==> src/rtl/cmp_timer_pkg.sv <==
package cmp_timer_pkg;
  parameter int WORD_W = 32;
  parameter int CNT_W = 2 * WORD_W;
  parameter int ADDR_W = 3;

  localparam logic [ADDR_W-1:0] ADR_CNT_LO = 3'd0;
  localparam logic [ADDR_W-1:0] ADR_CNT_HI = 3'd1;
  localparam logic [ADDR_W-1:0] ADR_CTRL   = 3'd2;
  localparam logic [ADDR_W-1:0] ADR_STATUS = 3'd3;
  localparam logic [ADDR_W-1:0] ADR_CMP_LO = 3'd4;
  localparam logic [ADDR_W-1:0] ADR_CMP_HI = 3'd5;
  localparam logic [ADDR_W-1:0] ADR_STEP   = 3'd6;

  // control to datapath strobes
  typedef struct packed {
    logic              tick;
    logic              cntLoWr;
    logic              cntHiWr;
    logic              cmpLoWr;
    logic              cmpHiWr;
    logic              stepWr;
    logic              statusClr;
    logic              snapHi;
    logic              cmpEn;
    logic              autoAdv;
    logic [WORD_W-1:0] wrData;
  } dpStrobeT;

  // datapath state seen by control for readback
  typedef struct packed {
    logic [CNT_W-1:0]  cnt;
    logic [CNT_W-1:0]  cmp;
    logic [WORD_W-1:0] step;
    logic [WORD_W-1:0] hiShadow;
    logic              pending;
  } dpViewT;
endpackage

==> src/rtl/cmp_timer_ctrl.sv <==
module cmp_timer_ctrl
  import cmp_timer_pkg::*;
#(
  parameter int PRESC_W = 8,
  parameter int PRESC_LSB = 8
) (
  input  logic              clk,
  input  logic              rstN,
  input  logic              regWrEn,
  input  logic              regRdEn,
  input  logic [ADDR_W-1:0] regAddr,
  input  logic [WORD_W-1:0] regWrData,
  output logic [WORD_W-1:0] regRdData,
  output logic              irq,
  input  dpViewT            view,
  output dpStrobeT          strobe
);
  logic               runEn, cmpEn, irqEn, autoAdv;
  logic [PRESC_W-1:0] presc, psCnt;
  logic               ctrlWr, tick;
  logic [WORD_W-1:0]  ctrlWord;

  assign ctrlWr = regWrEn && (regAddr == ADR_CTRL);

  always_ff @(posedge clk) begin
    if (!rstN) begin
      runEn   <= 1'b0;
      cmpEn   <= 1'b0;
      irqEn   <= 1'b0;
      autoAdv <= 1'b0;
      presc   <= '0;
    end else if (ctrlWr) begin
      runEn   <= regWrData[0];
      cmpEn   <= regWrData[1];
      irqEn   <= regWrData[2];
      autoAdv <= regWrData[3];
      presc   <= regWrData[PRESC_LSB +: PRESC_W];
    end
  end

  // divider phase
  always_ff @(posedge clk) begin
    if (!rstN || !runEn) psCnt <= '0;
    else if (psCnt == presc) psCnt <= '0;
    else psCnt <= psCnt + 1'b1;
  end

  assign tick = runEn && (psCnt == presc);

  always_comb begin
    strobe.tick      = tick;
    strobe.cntLoWr   = regWrEn && (regAddr == ADR_CNT_LO) && !runEn;
    strobe.cntHiWr   = regWrEn && (regAddr == ADR_CNT_HI) && !runEn;
    strobe.cmpLoWr   = regWrEn && (regAddr == ADR_CMP_LO);
    strobe.cmpHiWr   = regWrEn && (regAddr == ADR_CMP_HI);
    strobe.stepWr    = regWrEn && (regAddr == ADR_STEP);
    strobe.statusClr = regWrEn && (regAddr == ADR_STATUS) && regWrData[0];
    strobe.snapHi    = regRdEn && (regAddr == ADR_CNT_LO);
    strobe.cmpEn     = cmpEn;
    strobe.autoAdv   = autoAdv;
    strobe.wrData    = regWrData;
  end

  always_comb begin
    ctrlWord = '0;
    ctrlWord[0] = runEn;
    ctrlWord[1] = cmpEn;
    ctrlWord[2] = irqEn;
    ctrlWord[3] = autoAdv;
    ctrlWord[PRESC_LSB +: PRESC_W] = presc;
  end

  always_comb begin
    case (regAddr)
      ADR_CNT_LO: regRdData = view.cnt[WORD_W-1:0];
      ADR_CNT_HI: regRdData = view.hiShadow;
      ADR_CTRL:   regRdData = ctrlWord;
      ADR_STATUS: regRdData = {{(WORD_W-1){1'b0}}, view.pending};
      ADR_CMP_LO: regRdData = view.cmp[WORD_W-1:0];
      ADR_CMP_HI: regRdData = view.cmp[CNT_W-1:WORD_W];
      ADR_STEP:   regRdData = view.step;
      default:    regRdData = '0;
    endcase
  end

  assign irq = view.pending && irqEn;

  // with a divider above zero, ticks never come back to back
  a_r4_tick_spacing: assert property (@(posedge clk) disable iff (!rstN)
    (tick && presc != '0 && !ctrlWr) |=> !tick);

  // a running counter never sees a count write strobe
  a_r3_no_write_running: assert property (@(posedge clk) disable iff (!rstN)
    (tick) |-> !(strobe.cntLoWr || strobe.cntHiWr));
endmodule

==> src/rtl/cmp_timer_dp.sv <==
module cmp_timer_dp
  import cmp_timer_pkg::*;
(
  input  logic     clk,
  input  logic     rstN,
  input  dpStrobeT strobe,
  output dpViewT   view
);
  logic [CNT_W-1:0]  cnt, cmp;
  logic [WORD_W-1:0] step, hiShadow;
  logic              pending, match;

  assign match = strobe.cmpEn && (cnt >= cmp);

  always_ff @(posedge clk) begin
    if (!rstN) cnt <= '0;
    else if (strobe.cntLoWr) cnt[WORD_W-1:0] <= strobe.wrData;
    else if (strobe.cntHiWr) cnt[CNT_W-1:WORD_W] <= strobe.wrData;
    else if (strobe.tick) cnt <= cnt + 1'b1;
  end

  always_ff @(posedge clk) begin
    if (!rstN) cmp <= '0;
    else if (strobe.cmpLoWr) cmp[WORD_W-1:0] <= strobe.wrData;
    else if (strobe.cmpHiWr) cmp[CNT_W-1:WORD_W] <= strobe.wrData;
    else if (match && strobe.autoAdv) cmp <= cmp + CNT_W'(step);
  end

  always_ff @(posedge clk) begin
    if (!rstN) step <= '0;
    else if (strobe.stepWr) step <= strobe.wrData;
  end

  always_ff @(posedge clk) begin
    if (!rstN) pending <= 1'b0;
    else if (match) pending <= 1'b1;
    else if (strobe.statusClr) pending <= 1'b0;
  end

  always_ff @(posedge clk) begin
    if (!rstN) hiShadow <= '0;
    else if (strobe.snapHi) hiShadow <= cnt[CNT_W-1:WORD_W];
  end

  assign view.cnt      = cnt;
  assign view.cmp      = cmp;
  assign view.step     = step;
  assign view.hiShadow = hiShadow;
  assign view.pending  = pending;

  // no tick and no write leaves the count frozen
  a_r3_count_frozen: assert property (@(posedge clk) disable iff (!rstN)
    (!strobe.tick && !strobe.cntLoWr && !strobe.cntHiWr) |=> $stable(cnt));

  // a tick moves the count up by exactly one
  a_r4_count_step: assert property (@(posedge clk) disable iff (!rstN)
    (strobe.tick && !strobe.cntLoWr && !strobe.cntHiWr) |=> cnt == $past(cnt) + 1'b1);

  // the pending flag is sticky until a clear
  a_r6_pending_sticky: assert property (@(posedge clk) disable iff (!rstN)
    (pending && !strobe.statusClr) |=> pending);

  // a match in auto-advance mode adds the step once
  a_r9_auto_advance: assert property (@(posedge clk) disable iff (!rstN)
    (strobe.cmpEn && strobe.autoAdv && cnt >= cmp && !strobe.cmpLoWr && !strobe.cmpHiWr)
    |=> cmp == $past(cmp) + CNT_W'($past(step)));
endmodule

==> src/rtl/cmp_timer.sv <==
module cmp_timer
  import cmp_timer_pkg::*;
(
  input  logic              clk,
  input  logic              rstN,
  input  logic              regWrEn,
  input  logic              regRdEn,
  input  logic [ADDR_W-1:0] regAddr,
  input  logic [WORD_W-1:0] regWrData,
  output logic [WORD_W-1:0] regRdData,
  output logic              irq
);
  dpStrobeT strobe;
  dpViewT   view;

  cmp_timer_ctrl #(.PRESC_W(8), .PRESC_LSB(8)) uCtrl (
    .clk(clk), .rstN(rstN), .regWrEn(regWrEn), .regRdEn(regRdEn),
    .regAddr(regAddr), .regWrData(regWrData), .regRdData(regRdData),
    .irq(irq), .view(view), .strobe(strobe)
  );

  cmp_timer_dp uDp (
    .clk(clk), .rstN(rstN), .strobe(strobe), .view(view)
  );
endmodule

==> config.mk <==
export PLATFORM = sky130hd
export DESIGN_NAME = cmp_timer
export DESIGN_NICKNAME = d
export VERILOG_FILES = /design/src/rtl/cmp_timer_pkg.sv /design/src/rtl/cmp_timer_ctrl.sv /design/src/rtl/cmp_timer_dp.sv /design/src/rtl/cmp_timer.sv
export SDC_FILE = /design/constraint.sdc
export NUM_CORES = 1
export LEC_CHECK = 0
export BUFFER_PORTS_ARGS = -buffer_cell sky130_fd_sc_hd__buf_2
export CORE_MARGIN = 8
export CORE_UTILIZATION = 35
export CTS_CLUSTER_DIAMETER = 200
export CTS_CLUSTER_SIZE = 14
export DETAILED_ROUTE_END_ITERATION = 10
export PLACE_DENSITY_LB_ADDON = 0.1
export SYNTH_ARGS = -nofsm -noshare
export SYNTH_HDL_FRONTEND = slang
export SYNTH_SLANG_ARGS = --single-unit
==> constraint.sdc <==
create_clock -name clk -period 8.1 [get_ports clk]
set_clock_uncertainty 0.1 [all_clocks]
set_input_delay 0.405 -clock clk [delete_from_list [all_inputs] [get_ports clk]]
set_output_delay 0.405 -clock clk [all_outputs]
set_load 0.01 [all_outputs]
## Yosys cells after proc, flatten, opt, wreduce, memory -nomap -nowiden

Cells that the tools add are included.

- $lt $le $gt $ge: 1
- Equality and inequality tests: 9
- Add/subtract/negate cells: 3
- Mux-type cells: 11
- Reduce and logical (&&, ||, !) cells: 29
- Bitwise operators: 2

Operators with widths:

| kind | count |
|---|---|
| 32-bit case mux with 7 select lines | 1 |
| 32-bit 2-to-1 mux | 6 |
| 64-bit 2-to-1 mux | 2 |
| 64-bit by 1-bit adder with 64-bit output (second input constant) | 1 |
| 64-bit by 32-bit adder with 64-bit output | 1 |
| 64-bit greater-or-equal comparator | 1 |
| 1-bit logical AND | 15 |
| 2-bit nonzero test | 5 |
| 3-bit equality test (second input constant) | 3 |
| 8-bit by 1-bit adder with 8-bit output (second input constant) | 1 |
| 8-bit equality test | 1 |
| 2-bit AND reduction | 4 |
| 3-bit by 2-bit equality test with 1-bit output (second input constant) | 2 |
| 2-bit by 1-bit != test with 1-bit output (second input constant) | 2 |
| 3-bit by 1-bit equality test with 1-bit output (second input constant) | 1 |
| 3-bit zero test | 1 |
| 1-bit zero test | 2 |
| 1-bit 2-to-1 mux | 2 |
| 1-bit inverter | 2 |
| 2-bit OR reduction | 1 |
| 1-bit logical OR | 1 |

- Input bits: 39
- Flip-flop bits (word level): 213
- Output and inout port bits: 33

## Logic depth before layout (Yosys ltp)

Gate-level depths: netlist of the first run.

- Depth in word-level cells: 6
- Depth in mapped cells: 13
- Gate-level depth less buffers: 12

## Modules after synthesis

A second synthesis of the first run with hierarchy kept.

- Cell total of the unflattened synthesis: 1906
- Area total of the unflattened synthesis: 15175.8 sq um

By module, submodules not included:

| module | cells an instance | seq. area each (sq um) | area an instance (sq um) | instances |
|---|---|---|---|---|
| cmp_timer_dp | 1592 | 3863.7 | 12545.8 | 1 |
| cmp_timer_ctrl | 314 | 400.4 | 2630.0 | 1 |

## Worst setup path after synthesis of the first run

Ideal clock, no wire load.

- Path kind: flip-flop to flip-flop
- From: register uDp.cmp[46]
- To: register uDp.cmp[59]
- Path buffers: 1
- Path slack: 4.866 ns
- Clock period less this slack: 3.234 ns
- Required time: 7.926 ns
- Stages on the path, launching flop included: 13
- Arrival: 3.059 ns
- Path through: dfxtp_1 -> inv_1 -> ha_1 -> nand4_2 -> nor4_4 -> a22oi_1 -> a21boi_1 -> o41ai_2 -> or3_1 -> or3_1 -> clkbuf_1 -> or4_1 -> a31oi_1

- Word-level cells in the longest chain between the ends: 5
- Elaborated cells on any way between the ends: 8
- Classes of those cells: add/sub (1); order compare (1); mux (2); reduce/logical (4)

RTL lines:

| element | RTL line | source |
|---|---|---|
| start: declaration | cmp_timer_dp.sv:9 | `logic [CNT_W-1:0] cnt, cmp;` |
| start signal: indexed assignment | cmp_timer_dp.sv:24 | `else if (strobe.cmpLoWr) cmp[WORD_W-1:0] <= strobe.wrData;` |
| start signal: indexed assignment | cmp_timer_dp.sv:25 | `else if (strobe.cmpHiWr) cmp[CNT_W-1:WORD_W] <= strobe.wrData;` |
| start signal: assignment | cmp_timer_dp.sv:26 | `else if (match && strobe.autoAdv) cmp <= cmp + CNT_W'(step);` |
| 64-bit greater-or-equal comparator | cmp_timer_dp.sv:13 | `assign match = strobe.cmpEn && (cnt >= cmp);` |
| 1-bit logical AND | cmp_timer_dp.sv:13 |  |
| 1-bit logical AND | cmp_timer_dp.sv:26 |  |
| 2-bit nonzero test (no source line) | n/a |  |
| 2-bit AND reduction (no source line) | n/a |  |

Several ways; a longest one is shown, not always the timed one. The select of a mux whose other input is x is not followed.
A chain may end at the register's enable or synchronous reset.

## Worst setup path in the final report of the first run

- From: register uDp.cmp[32]
- To: register uDp.cmp[59]

Same word-level chain as after synthesis.

==> out/qor.yml, run 1 <==
layout:
  antenna_cells: 0
  drive_gt1_share_pct: 8.20
  syn2layout_area_growth_pct: 8.81
  fillers: 4442
  regArea_sq_um: 4260
  multiInputGateArea_sq_um: 9610
  nets: 2115
  mostFrequentLayoutCells: "nand2_1, a21oi_1, dfxtp_1"
  final_common_cell: "nand2_1"
worst_setup_path:
  crit_top_cell: "or3_1"
  r2r_start: "uDp.cmp[32]"
  worstSetupPathType: "reg2reg"
  path_buf_inv: 1
  worstReg2RegEnd: "uDp.cmp[59]"
  cpPeakStageDelay_ps: 630
  startpoint: "uDp.cmp[32]"
  r2r_slack_ps: 3650
  worstSetupEndpointType: "flop"
  reg2reg_depth: 11
  critPathArrivalTime_ps: 4790
  critPathSlowestCell: "dfxtp_1"
  cpLargestDelayFamily: "simple AND/OR/NAND/NOR gates"
  cp_max_fo: 11
  start_kind: "flop"
  cp.required_ps: 8440
  crit_chain: "inv_1 -> ha_1 -> nand2_1 -> nor2_1 -> nand4_1 -> o221ai_2 -> o41ai_2 -> or3_1 -> or3_1 -> or4_1 -> a31oi_1"
timing:
  max_freq_mhz: 225
  finalHoldViolations: 0
  setup_tns_ps: 0
  worstMarginPinSlew_ps: 1140
  slew_viol_final: 0
  post-route-period-util_pct: 54.9
  relSlewSlack_pct: 23.3
  rsz0062_at_grt: "no"
  setup_violations: 0
  period_minus_slack_ps: 4450
detailed_routing:
  drt-total-wl_um: 59400
  drc: 0
  ant_nets: 0
  drt-initial-drc-count: 1252
  wl_per_cell_um: 23.6
  first_pass_iters: 6
  dr_total_vias: 14785
  viasPerCell: 5.88
placement:
  place_congestion: 0.909
  dpl.hpwl_um: 43700
  portBuffers: 71
synthesis:
  synth_fa_ha_area_share_pct: 8.50
  synth.distinct_cells: 79
  ys_async_sr_fraction_pct: 0
  synth_edf_count: 0
  ys_ff_latch: 213
  seq_area_frac_synth_pct: 29.1
  ys_warn_count: 0
  syn_area_per_cell_sq_um: 7.42
  syn-num-nets: 2114
  synth_top_family_by_area: "compound AO/OA/AOI/OAI gates"
  ys.flop_type: "dfxtp_1"
  muxShareOfSynthArea_pct: 5.18
  syn_inst: 1976
  syn-cell-area_sq_um: 14700
  synth-simple-area-share_pct: 23.3
  synth-compound-area-share_pct: 24.1
  synth_xor_xnor_area_share_pct: 4.12
cts:
  clock_sinks: 213
  cts_tree: "yes"
  htree_levels: 1
  root_buffer: "clkbuf_16"
  clk_latency_ps: 530
  cts_setup_buffers: 0
  cts_resized: 0
  cts.clk_slew.worst_paths_ps: 80
  ctsHoldBuffers: 0
  cts_buffer_depth: 3
  cts_made_buffers: 19
global_routing:
  antenna_found_initial: 2
  grt_pass1_wl_um: 89000
  grt.busiest_layer: "met2"
  use_met2_pct: 39.6
  grt.overflow.total: 0
  gr-usage-met1_pct: 30.9
  grt_pass1_vias: 14028
  grt_max_degree: 120
  gr-usage-all-layers_pct: 24.0
  grt.met3_usage_pct: 4.00
die:
  die_y_um: 221
  fp-row-count: 75
  die_w_um: 221
  io_pins: 72
  die_area_sq_um: 48700
  start_util_pct: 35.2
  core_sq_um: 41700
job:
  cap_violations: 0
min_path:
  hold_path_class: "in2reg"
  hold_start: "regWrData[21]"
  whs_endpoint: "uDp.cnt[21]"
  hold_depth: 3
power_and_ir_drop:
  vdd_drop_max_mv: 0.107
  leakagePower_nw: 5.53
  total_power_mw: 2.32
  powerDensity_nw_per_um2: 145
status:
  status: "complete, no violations"
==> stage by stage <==
stage | instance area, sq um | cells | worst slack (ps) | hold WS (ps) | util [%]
6_report | 16000 | 2515 | 3650 | 89.5 | 38.3
5_1_grt | 16000 | 2515 | 3360 | 91.9 | 38.3
4_1_cts | 16000 | 2515 | 3680 | 83.6 | 38.3
3_5_place_dp | 15500 | 2495 | 3710 | 348 | 37.1
3_3_place_gp | 15500 | 2495 | 3790 | 356 | 37.1
2_1_floorplan | 14700 | 1976 | 4870 | 333 | -
==> cells in the mapped netlist, types with 10 or more instances <==
master    count  area share [%]
nand2_1     336             8.6
inv_1       104             2.7
nor4_1       14            0.60
mux4_2       21             3.2
a21o_1       12            0.61
a311oi_1     12            0.72
nand4_1      35             1.5
o21ai_0     115             3.9
mux2i_1      23             1.6
a211oi_1     36             1.8
xnor2_1      35             2.1
nor3_1       55             1.9
nor2_1      153             3.9
a21oi_1     237             8.1
a22oi_1      19            0.97
a31oi_1      31             1.3
ha_1         98             8.4
clkbuf_1     99             2.5
dfxtp_1     213              29
a221oi_1     12            0.72
and3_1       22            0.94
xor2_1       34             2.0
o21ai_1      10            0.34
o211ai_1     12            0.61
or3_1        16            0.68
nand3_1      61             2.1
==> per-layer routing <==
layer | routed length, um | part of all wire (%)
met1 | 26000 | 44
met4 | 2740 | 4.6
met2 | 27200 | 46
met3 | 3460 | 5.8
met5 | 27 | 0.045
==> registers in the layout, indices dropped and copies added (netlist names) <==
signal,flops
uDp.hiShadow,32
uCtrl.runEn,1
uDp.step,32
uCtrl.psCnt,8
uDp.cmp,64
uDp.cnt,64
uCtrl.cmpEn,1
uCtrl.irqEn,1
uDp.pending,1
uCtrl.presc,8
uCtrl.autoAdv,1
==> worst max-delay path by stage <==
| stage | end | slack [ps] | cells after the start |
|---|---|---|---|
| final | uDp.cmp[59] | 3650 | 11 |
| after global routing | uDp.cmp[59] | 3360 | 11 |
| after CTS | uDp.cmp[59] | 3680 | 11 |
| after detailed placement | uDp.cmp[59] | 3710 | 11 |
| after global placement | uDp.cmp[59] | 3790 | 11 |
| after floorplan | uDp.cmp[59] | 4870 | 12 |
==> kinds of logic (layout without fill, tap and decap cells) <==
family,after synthesis,in the layout
adder cells (fa/ha/maj),99,99
XOR/XNOR,69,69
AND/OR/NAND/NOR,750,750
flip-flops,213,213
AO/OA/AOI/OAI,577,577
multiplexers,49,49
buffers and inverters,219,219
==> worst reg2reg max path: stages (launching register included) <==
cell and delay, ps:
dfxtp_1 630, inv_1 180, ha_1 310, nand2_1 40, nor2_1 460, nand4_1 200
o221ai_2 330, o41ai_2 270, or3_1 630, or3_1 610, or4_1 440, a31oi_1 160
==> final cells by class <==
type / count / area share [%]
clock buffer: 19 / 2.98
clock inverter: 1 / 0.102
inverter: 107 / 2.55
multi-input combinational: 1544 / 60.2
sequential: 213 / 26.7
tap: 539 / 4.23
timing repair buffer: 92 / 3.21
==> power breakdown <==
part / switching [mW] / total [mW] / internal [mW]
Sequential: 0.0416 / 1.11 / 1.07
Combinational: 0.222 / 0.331 / 0.109
Clock: 0.453 / 0.873 / 0.420
No activity file was read; power rests on OpenSTA's default activity.
==> run 2: changes to the inputs <==
==> constraint.sdc (replaced) <==
create_clock -name clk -period 3.7 [get_ports clk]
set_clock_uncertainty 0.1 [all_clocks]
set_input_delay 0.185 -clock clk [delete_from_list [all_inputs] [get_ports clk]]
set_output_delay 0.185 -clock clk [all_outputs]
set_load 0.01 [all_outputs]
==> out/qor.yml, run 2 (synthesis gave the netlist of run 1 again) <==
die:
  fp-row-count: 75  # unchanged
  die_w_um: 221  # unchanged
  core_sq_um: 41700  # unchanged
  io_pins: 72  # unchanged
  die_area_sq_um: 48700  # unchanged
  start_util_pct: 35.2  # unchanged
  die_y_um: 221  # unchanged
cts:
  cts_tree: "yes"
  root_buffer: "clkbuf_16"
  htree_levels: 1  # unchanged
  cts.clk_slew.worst_paths_ps: 80  # about the same
  clk_latency_ps: 520  # about the same
  cts_made_buffers: 19  # unchanged
  clock_sinks: 213  # unchanged
  cts_buffer_depth: 3  # unchanged
worst_setup_path:
  cp_max_fo: 4  # -7
  critPathArrivalTime_ps: 3890  # -900 ps
  worstSetupPathType: "reg2reg"
  cp.required_ps: 4050  # -4390 ps
  start_kind: "flop"
  critPathSlowestCell: "or3_1"
  cpPeakStageDelay_ps: 470  # -160 ps
  worstSetupEndpointType: "flop"
  crit_chain: "inv_1 -> ha_1 -> nand4_2 -> nor4_4 -> buf_4 -> nand4_1 -> a31oi_2 -> o41ai_2 -> or3_1 -> or3_1 -> buf_4 -> o2bb2a_1 -> a21oi_1"
detailed_routing:
  first_pass_iters: 5  # -1
  wl_met2_um: 28200  # +3.9%
  wl_met3_um: 3160  # -8.7%
  dr_total_vias: 15202  # +2.8%
  ant_nets: 0  # unchanged
  drt-initial-drc-count: 1368  # +9.3%
  highest_layer: "met4"
  viasPerCell: 5.77  # -1.9%
  drt-total-wl_um: 60000  # +0.98%
  drc: 0  # unchanged
  wl_met1_um: 26300  # +1.1%
  wl_per_cell_um: 22.8  # -3.6%
timing:
  max_freq_mhz: 282  # +26%
  setup_violations: 0  # unchanged
  slew_viol_final: 0  # unchanged
  post-route-period-util_pct: 95.7  # +41 points
  relSlewSlack_pct: 35.5  # +12 points
  rsz0062_at_grt: "no"
  worstMarginPinSlew_ps: 963  # -175 ps
  whs_ps: 53.5  # -36.0 ps
  period_minus_slack_ps: 3540  # -907 ps
  finalHoldViolations: 0  # unchanged
  fin_ws_ps: 160  # -3490 ps
global_routing:
  grt.overflow.total: 0  # unchanged
  gr-usage-all-layers_pct: 24.3  # +0.23 points
  grt_max_degree: 105  # -13%
  antenna_found_initial: 1  # -1
  grt_pass1_vias: 14335  # +2.2%
  grt_pass1_wl_um: 90600  # +1.8%
placement:
  portBuffers: 71  # unchanged
  dpl.hpwl_um: 45400  # +4.0%
  pre_cts_slack_ps: -169  # -3880 ps
  place_congestion: 0.933  # +2.7%
layout:
  syn2layout_area_growth_pct: 16.2
  mostFrequentLayoutCells: "nand2_1, a21oi_1, dfxtp_1"
  final_common_cell: "nand2_1"
  antenna_cells: 0  # unchanged
  drive_gt1_share_pct: 12.7  # +4.5 points
  nets: 2235  # +5.7%
  reg_top3: "uDp.cmp: 64 flops, uDp.cnt: 64 flops"
min_path:
  hold_path_class: "in2reg"
power_and_ir_drop:
  leakagePower_nw: 6.13  # +11%
  total_power_mw: 5.13  # +120%
  powerDensity_nw_per_um2: 301  # +110%
  vdd_drop_max_mv: 0.244  # +130%
job:
  cap_violations: 0  # unchanged
status:
  status: "complete, no violations"
==> run 2: cell count changes in the layout (fill, tap and decap cells not counted), sizes merged <==
cell / delta
dlygate4sd3: +32
buf: +88
==> run 2: repair_timing <==
| action | 4_1_cts | 5_1_grt |
|---|---|---|
| endpoints found under the hold margin | 126 | 0 |
| hold buffers | 32 | 0 |
| buffers inserted | 0 | 3 |
| gates resized for setup | 2 | 16 |
| pin swaps | 0 | 4 |
| setup endpoints to repair | 5 | 30 |
==> run 2: metrics by stage <==
| step | instance area (sq um) | TNS (ps) | util [%] | cells |
|---|---|---|---|---|
| after floorplan | 14700 | 0 | - | 1976 |
| after global routing | 17000 | 0 | 40.9 | 2635 |
| final | 17000 | 0 | 40.9 | 2635 |
| after CTS | 17000 | 0 | 40.7 | 2632 |
| after global placement | 16100 | -361 | 38.7 | 2580 |
| after detailed placement | 16100 | -646 | 38.7 | 2580 |
==> run 2: final cells by class <==
class                      instances  area (sq um)
clock inverter                     1          16.3
tap                              539           674
sequential                       213          4270
multi-input combinational       1544          9670
timing repair buffer             212          1520
clock buffer                      19           475
fill                            4384         24600
inverter                         107           407
==> run 2: path summary, 6_finish.rpt <==
path / slack [ps] / startpoint / cells past startpoint / end
max: 160 / uDp.cmp[47] / 13 / uDp.cmp[53]
min: 50 / regWrEn / 4 / uCtrl.runEn
max reg2reg: 160 / uDp.cmp[47] / 13 / uDp.cmp[53]
min reg2reg: 370 / uDp.hiShadow[5] / 2 / uDp.hiShadow[5]
==> run 2: report_power, final <==
part	total, mW	internal [mW]	switching [mW]
registers	2.42	2.35	0.0733
logic	0.820	0.305	0.514
clock network	1.89	0.920	0.972
total	5.13	3.58	1.56
==> run 2: per-layer routing <==
metal | vias to the layer above | track usage (%)
met5 | - | 0
met1 | 7254 | 32.1
li1 | 7348 | -
met3 | 103 | 2.52
met2 | 497 | 40.9
met4 | 0 | 8.34
==> run 2: worst max-delay path: cells and delay by family, from the launching register on <==
| kind | cells | cell delay [ps] |
|---|---|---|
| AND/OR/NAND/NOR | 5 | 1390 |
| adder cells (fa/ha/maj) | 1 | 330 |
| AO/OA/AOI/OAI | 4 | 740 |
| buffers and inverters | 3 | 490 |
| flip-flops | 1 | 400 |
